==> src/rtl/fbd_pkg.sv <==
package fbd_pkg;
  parameter int unsigned BYTE_W = 8;
  localparam int unsigned CODE_W = 2 * BYTE_W;

  typedef logic [BYTE_W-1:0] byte_t;
  typedef logic [CODE_W-1:0] code_t;

  // Replace one half of a code word with a new byte.
  function automatic code_t merge_byte(input code_t cur, input byte_t b, input logic hi);
    code_t r;
    r = cur;
    if (hi) r[CODE_W-1:BYTE_W] = b;
    else    r[BYTE_W-1:0]      = b;
    return r;
  endfunction

  // Value that clear forces into both registers.
  function automatic code_t clear_code(input logic mid);
    code_t r;
    r = '0;
    r[CODE_W-1] = mid;
    return r;
  endfunction
endpackage

==> src/rtl/fbd_sel_hold.sv <==
module fbd_sel_hold (
  input  logic clk,
  input  logic rst_n,
  input  logic wr_n,
  input  logic hi_sel,
  output logic sel_q
);
  always_ff @(posedge clk or negedge rst_n) begin
    if (!rst_n)    sel_q <= 1'b0;
    else if (wr_n) sel_q <= hi_sel;
  end

  // captured select follows the pin whenever write was idle
  p_sel_capture_r9: assert property (@(posedge clk) disable iff (!rst_n)
    wr_n |=> (sel_q == $past(hi_sel)));
  // captured select frozen while write is held low
  p_sel_frozen_r9: assert property (@(posedge clk) disable iff (!rst_n)
    !wr_n |=> $stable(sel_q));
endmodule

==> src/rtl/fbd_in_reg.sv <==
module fbd_in_reg
  import fbd_pkg::*;
(
  input  logic  clk,
  input  logic  rst_n,
  input  logic  clr_evt,
  input  code_t clr_val,
  input  logic  wr_evt,
  input  logic  sel_eff,
  input  byte_t bus_byte,
  output code_t in_q
);
  localparam int unsigned NUM_BYTES = CODE_W / BYTE_W;

  for (genvar b = 0; b < NUM_BYTES; b++) begin : g_half
    logic hit;
    assign hit = wr_evt && (sel_eff == 1'(b));
    always_ff @(posedge clk or negedge rst_n) begin
      if (!rst_n)       in_q[b*BYTE_W +: BYTE_W] <= '0;
      else if (clr_evt) in_q[b*BYTE_W +: BYTE_W] <= clr_val[b*BYTE_W +: BYTE_W];
      else if (hit)     in_q[b*BYTE_W +: BYTE_W] <= bus_byte;
    end
  end

  // low half written when select is 0
  p_low_write_r1: assert property (@(posedge clk) disable iff (!rst_n)
    (!clr_evt && wr_evt && !sel_eff) |=> (in_q[BYTE_W-1:0] == $past(bus_byte)));
  // high half written when select is 1
  p_high_write_r2: assert property (@(posedge clk) disable iff (!rst_n)
    (!clr_evt && wr_evt && sel_eff) |=> (in_q[CODE_W-1:BYTE_W] == $past(bus_byte)));
  // other half untouched by a low-half write
  p_hold_high_r3: assert property (@(posedge clk) disable iff (!rst_n)
    (!clr_evt && !sel_eff) |=> $stable(in_q[CODE_W-1:BYTE_W]));
  // other half untouched by a high-half write
  p_hold_low_r3: assert property (@(posedge clk) disable iff (!rst_n)
    (!clr_evt && sel_eff) |=> $stable(in_q[BYTE_W-1:0]));
endmodule

==> src/rtl/fbd_dac_reg.sv <==
module fbd_dac_reg
  import fbd_pkg::*;
(
  input  logic  clk,
  input  logic  rst_n,
  input  logic  clr_evt,
  input  code_t clr_val,
  input  logic  ld_evt,
  input  logic  flow_evt,
  input  logic  sel_eff,
  input  byte_t bus_byte,
  input  code_t in_q,
  output code_t dac_q
);
  code_t dac_next;

  always_comb begin
    dac_next = dac_q;
    if (flow_evt)    dac_next = merge_byte(in_q, bus_byte, sel_eff);
    else if (ld_evt) dac_next = in_q;
  end

  always_ff @(posedge clk or negedge rst_n) begin
    if (!rst_n)       dac_q <= '0;
    else if (clr_evt) dac_q <= clr_val;
    else              dac_q <= dac_next;
  end

  // a plain load copies the staging register
  p_load_copy_r4: assert property (@(posedge clk) disable iff (!rst_n)
    (!clr_evt && ld_evt && !flow_evt) |=> (dac_q == $past(in_q)));
  // during flow-through the output register equals the new staging value
  p_flow_track_r8: assert property (@(posedge clk) disable iff (!rst_n)
    (!clr_evt && flow_evt) |=> (dac_q == in_q));
endmodule

==> src/rtl/fbd_dac_front.sv <==
module fbd_dac_front
  import fbd_pkg::*;
(
  input  logic              clk,
  input  logic              rst_n,
  input  logic [BYTE_W-1:0] bus_byte,
  input  logic              wr_n,
  input  logic              hi_sel,
  input  logic              ld_n,
  input  logic              clr_n,
  input  logic              clr_mid,
  output logic [CODE_W-1:0] code
);
  // Named control events
  logic  clr_evt, wr_evt, ld_evt, flow_evt, sel_q, sel_eff;
  code_t clr_val, in_q, dac_q;

  assign clr_evt  = !clr_n;
  assign wr_evt   = !wr_n;
  assign ld_evt   = !ld_n;
  assign flow_evt = wr_evt && ld_evt;
  assign sel_eff  = flow_evt ? sel_q : hi_sel;
  assign clr_val  = clear_code(clr_mid);

  fbd_sel_hold u_sel (
    .clk(clk), .rst_n(rst_n), .wr_n(wr_n), .hi_sel(hi_sel), .sel_q(sel_q)
  );

  fbd_in_reg u_in (
    .clk(clk), .rst_n(rst_n), .clr_evt(clr_evt), .clr_val(clr_val),
    .wr_evt(wr_evt), .sel_eff(sel_eff), .bus_byte(bus_byte), .in_q(in_q)
  );

  fbd_dac_reg u_dac (
    .clk(clk), .rst_n(rst_n), .clr_evt(clr_evt), .clr_val(clr_val),
    .ld_evt(ld_evt), .flow_evt(flow_evt), .sel_eff(sel_eff),
    .bus_byte(bus_byte), .in_q(in_q), .dac_q(dac_q)
  );

  assign code = dac_q;

  // clear to zero empties both registers
  p_clear_zero_r5: assert property (@(posedge clk) disable iff (!rst_n)
    (!clr_n && !clr_mid) |=> (in_q == '0 && dac_q == '0));
  // midscale clear wins over write and load
  p_clear_mid_r6: assert property (@(posedge clk) disable iff (!rst_n)
    (!clr_n && clr_mid) |=> (in_q == {1'b1, {(CODE_W-1){1'b0}}} && dac_q == in_q));
  // all strobes idle keeps both registers
  p_idle_hold_r10: assert property (@(posedge clk) disable iff (!rst_n)
    (clr_n && wr_n && ld_n) |=> ($stable(in_q) && $stable(code)));
  // a write without load leaves the code output
  p_write_no_out_r3: assert property (@(posedge clk) disable iff (!rst_n)
    (clr_n && !wr_n && ld_n) |=> $stable(code));
endmodule

==> config.mk <==
export PLATFORM = sky130hd
export DESIGN_NAME = fbd_dac_front
export DESIGN_NICKNAME = d
export VERILOG_FILES = /design/src/rtl/fbd_pkg.sv /design/src/rtl/fbd_sel_hold.sv /design/src/rtl/fbd_in_reg.sv /design/src/rtl/fbd_dac_reg.sv /design/src/rtl/fbd_dac_front.sv
export SDC_FILE = /design/constraint.sdc
export NUM_CORES = 1
export LEC_CHECK = 0
export BUFFER_PORTS_ARGS = -buffer_cell sky130_fd_sc_hd__buf_2
export CORE_MARGIN = 3
export CORE_UTILIZATION = 40
export DETAILED_ROUTE_END_ITERATION = 8
export PLACE_DENSITY = 0.66
export SYNTH_ARGS = -nofsm -noshare
export SYNTH_HDL_FRONTEND = slang
export SYNTH_HIERARCHICAL = 1
export SYNTH_SLANG_ARGS = --single-unit
==> constraint.sdc <==
create_clock -name clk -period 1.9 [get_ports clk]
set_input_delay 0.57 -clock clk [delete_from_list [all_inputs] [get_ports clk]]
set_output_delay 0.57 -clock clk [all_outputs]
set_load 0.02 [all_outputs]
==> results.md <==
- Status: completed
- Nets: 251
- Met3 WL: 145 um
- Synth unique cells: 24
- IO Count: 31
- Dpl hpwl: between 2 and 3 mm
- Setup Crit Path Kind: primary input to flip-flop
- Setup_tns: 0 ps
- Slowest CP cell: mux2_4
- Post-CTS Setup Bufs: 0
- Net Sw Frac: 0.2997
- Post-Place Cell Area: 2205 um^2
- Clk Latency, worst-skew pair: 290 ps
- Max-slew violations: 0
- Largest family of logic cells by synthesized area: compound AO/OA/AOI/OAI gates
- Synth Area in Compound Gates: 0.2047
- GRT Util Overall: 0.1668
- Pwr/cell area: about 780 nW/um^2
- Initial antenna violation count: 0
- Leakage power: roughly 1.1 nW
- Number of global-route vias before repair: 1351
- Synth Instances: 173
- Sequential share of power: 0.463
- Crit. Startpoint: ld_n
- Crit start category: primary input
- Vias/cell: 4.993
- Row cnt: 24
- Hold Buf Count CTS: 0
- Dpl ws: -69.02 ps
- Worst path bufs/invs: 2
- Max Cap Viol: 0
- Clock share of power: 0.297
- Levels on crit path: 6
- CTS tree: yes
- DR DRC count: 0
- Synth top area share: 0.4444
- Xor-xnor portion of the synthesized cell area: 0
- RSZ-0062 raised after global routing: no
- Post-synth top area cell: dfrtp_1
- Part of the power in combinational logic: 0.240
- Measured slew at the worst slew-check pin: 557.9 ps
- Final setup fails: 0
- Flop2flop setup slack: 430 ps
- Synth warn: 6
- Routed Antenna Nets: 0
- Yosys reg bits: 33
- Worst-path cell chain: buf_2 -> nor2_2 -> mux2_4 -> buf_4 -> and2_2 -> o311ai_1
- Design Area, Final: 2291 um^2
- Gp weighted congestion: 0.7731
- HP Class: primary input to asynchronous set/reset pin
- Post-synth ARST share: 1.000
- Most frequent cells after synthesis: dfrtp_1 (33), inv_1 (20), nand2_1 (17)
- Reg clk slew, reported paths: 60 ps
- CTS buffer count: 5
- Reg-to-Reg Start: u_sel/sel_q
- Port bufs: 30
- Fin. Hold Viols: 0
- DRT Pass-1 Iters: 5
- Clk_skew: 4.101 ps
- R2R cell count: 4
- Seq/Total Area, Yosys: 0.4444
- P_sw: roughly 530 uW
- Worst Setup End Kind: flip-flop
- DP Cell Count: 281
- Prevailing post-synth register cell: dfrtp_1
- Area contributors post-synth: dfrtp_1 (44%), mux2i_1 (8.6%), o311ai_1 (6.1%)
- DIE AREA: 5499 um^2
- Critical path's top delay family: simple AND/OR/NAND/NOR gates
- Worst Path Arrival: 1850 ps
- Simple-gate share of the synthesized area: 0.1468
- Die X: 74.16 um
- Crit path max fanout: 11
- Post-synth EDFFs: 0
- Root buffer cell: clkbuf_8
- CTS max path bufs: 2
- Post-synthesis mux area share: 0.1024
- First-pass GRT wire length: 6.796 mm
- Drt wl/cell: 14.55 um
- Final period utilization: 0.8791
- CTS H-tree depth: 2
- Count leader, synth: dfrtp_1
- Crit path time final: 1670 ps
- Post-Route WL: 4.191 mm
- Wl on met1: 2.029 mm
- Die H: 74.16 um
- PostCTS Resize Cnt: 0
- Largest net degree at the start of global routing: 49
- Adder-cell share of the synthesized area: 0
- Sink Count: 33
- Capture point of the worst reg-to-reg path: u_in/in_q[8]
- Final setup margin: 229.8 ps
- Syn Area/Cell: 10.74 um^2
- Synthesized cell area: between 1500 and 2000 um^2
- Slew margin rel.: 0.6277
- Gr ovfl total: 0
- DR vias: 1438
- Internal Power: 1.249 mW
- Initial Util: 0.4209
- Critical Path RT: 2080 ps
- Core area: 4414 um^2
- Fraction of layout cells with a size suffix above 1: 0.2797
- Fmax: 598.7 MHz
- Setup crit end: u_in/in_q[8]
- Antenna Cells: 0
- Uppermost layer routed: met4
- Max stage delay on crit path: approximately 320 ps
- Iter 0 DRT Violations: roughly 110
- Max VDD drop: 0.2757 mV
- Tot Pwr: 1.783 mW
- Finished Layout Cells: 288
- Area Growth Syn to Fin: 23.30%
- Met2 WL: 1.948 mm
[state kept, by name (all words and copies together) (netlist names)]
register and cells:
u_in/in_q 16, u_dac/dac_q 16, u_sel/sel_q 1
[routing by layer]
metal	vias to the layer above	track usage
li1	730	-
met1	677	0.2333
met2	26	0.2500
met3	5	0.04189
met4	0	0.06036
met5	-	0
[kinds of logic after synthesis]
group / Yosys count
AO/OA/AOI/OAI: 48
AND/OR/NAND/NOR: 39
buffers and inverters: 34
flip-flops: 33
multiplexers: 18
other: 1
[through the flow]
stage | hold slack (ps) | utilization
2_1_floorplan | 274.4 | -
4_1_cts | 217.0 | 0.5190
3_5_place_dp | 506.4 | 0.4994
6_report | 211.0 | 0.5190
3_3_place_gp | 504.3 | 0.4994
5_1_grt | 235.6 | 0.5190
[layout by cell type, fill, tap and decap left out]
cell,n
a21oi_1,6
nand2_1,17
or3_1,1
clkbuf_8,6
nand2b_1,1
and2_2,1
and2_4,1
conb_1,30
inv_1,20
nand4bb_1,8
a21oi_2,10
o311ai_1,13
mux2_4,2
o311ai_2,3
nor2_2,1
buf_2,30
dfrtp_1,33
nor2b_4,1
nand4b_1,8
clkbuf_1,1
buf_12,4
o22ai_1,16
buf_4,7
mux2i_1,16
[power by group through the flow]
stage	Sequential, mW	Combinational, mW	Clock, mW
after floorplan	0.886	0.242	0
after global placement	0.835	0.425	0
after detailed placement	0.839	0.430	0
after CTS	0.826	0.431	0.545
after global routing	0.833	0.470	0.577
final	0.826	0.427	0.530
[how the worst min path moves through the flow]
stage / cells past startpoint / end / slack (ps) / from
after floorplan: 0 / u_dac/dac_q[0] / 270 / rst_n
after CTS: 1 / u_dac/dac_q[7] / 220 / rst_n
after global placement: 1 / u_sel/sel_q / 500 / u_sel/sel_q
after global routing: 1 / u_dac/dac_q[8] / 240 / rst_n
after detailed placement: 1 / u_sel/sel_q / 510 / u_sel/sel_q
final: 1 / u_dac/dac_q[7] / 210 / rst_n
[cell type report]
| type | instances | area, um^2 |
|---|---|---|
| fill | 403 | 2123 |
| multi-input combinational | 135 | 955.9 |
| sequential | 33 | 825.8 |
| timing repair buffer | 41 | 282.8 |
| clock buffer | 7 | 86.33 |
| inverter | 20 | 75.07 |
| tap | 52 | 65.06 |
Power figures use the tool's default switching activity.
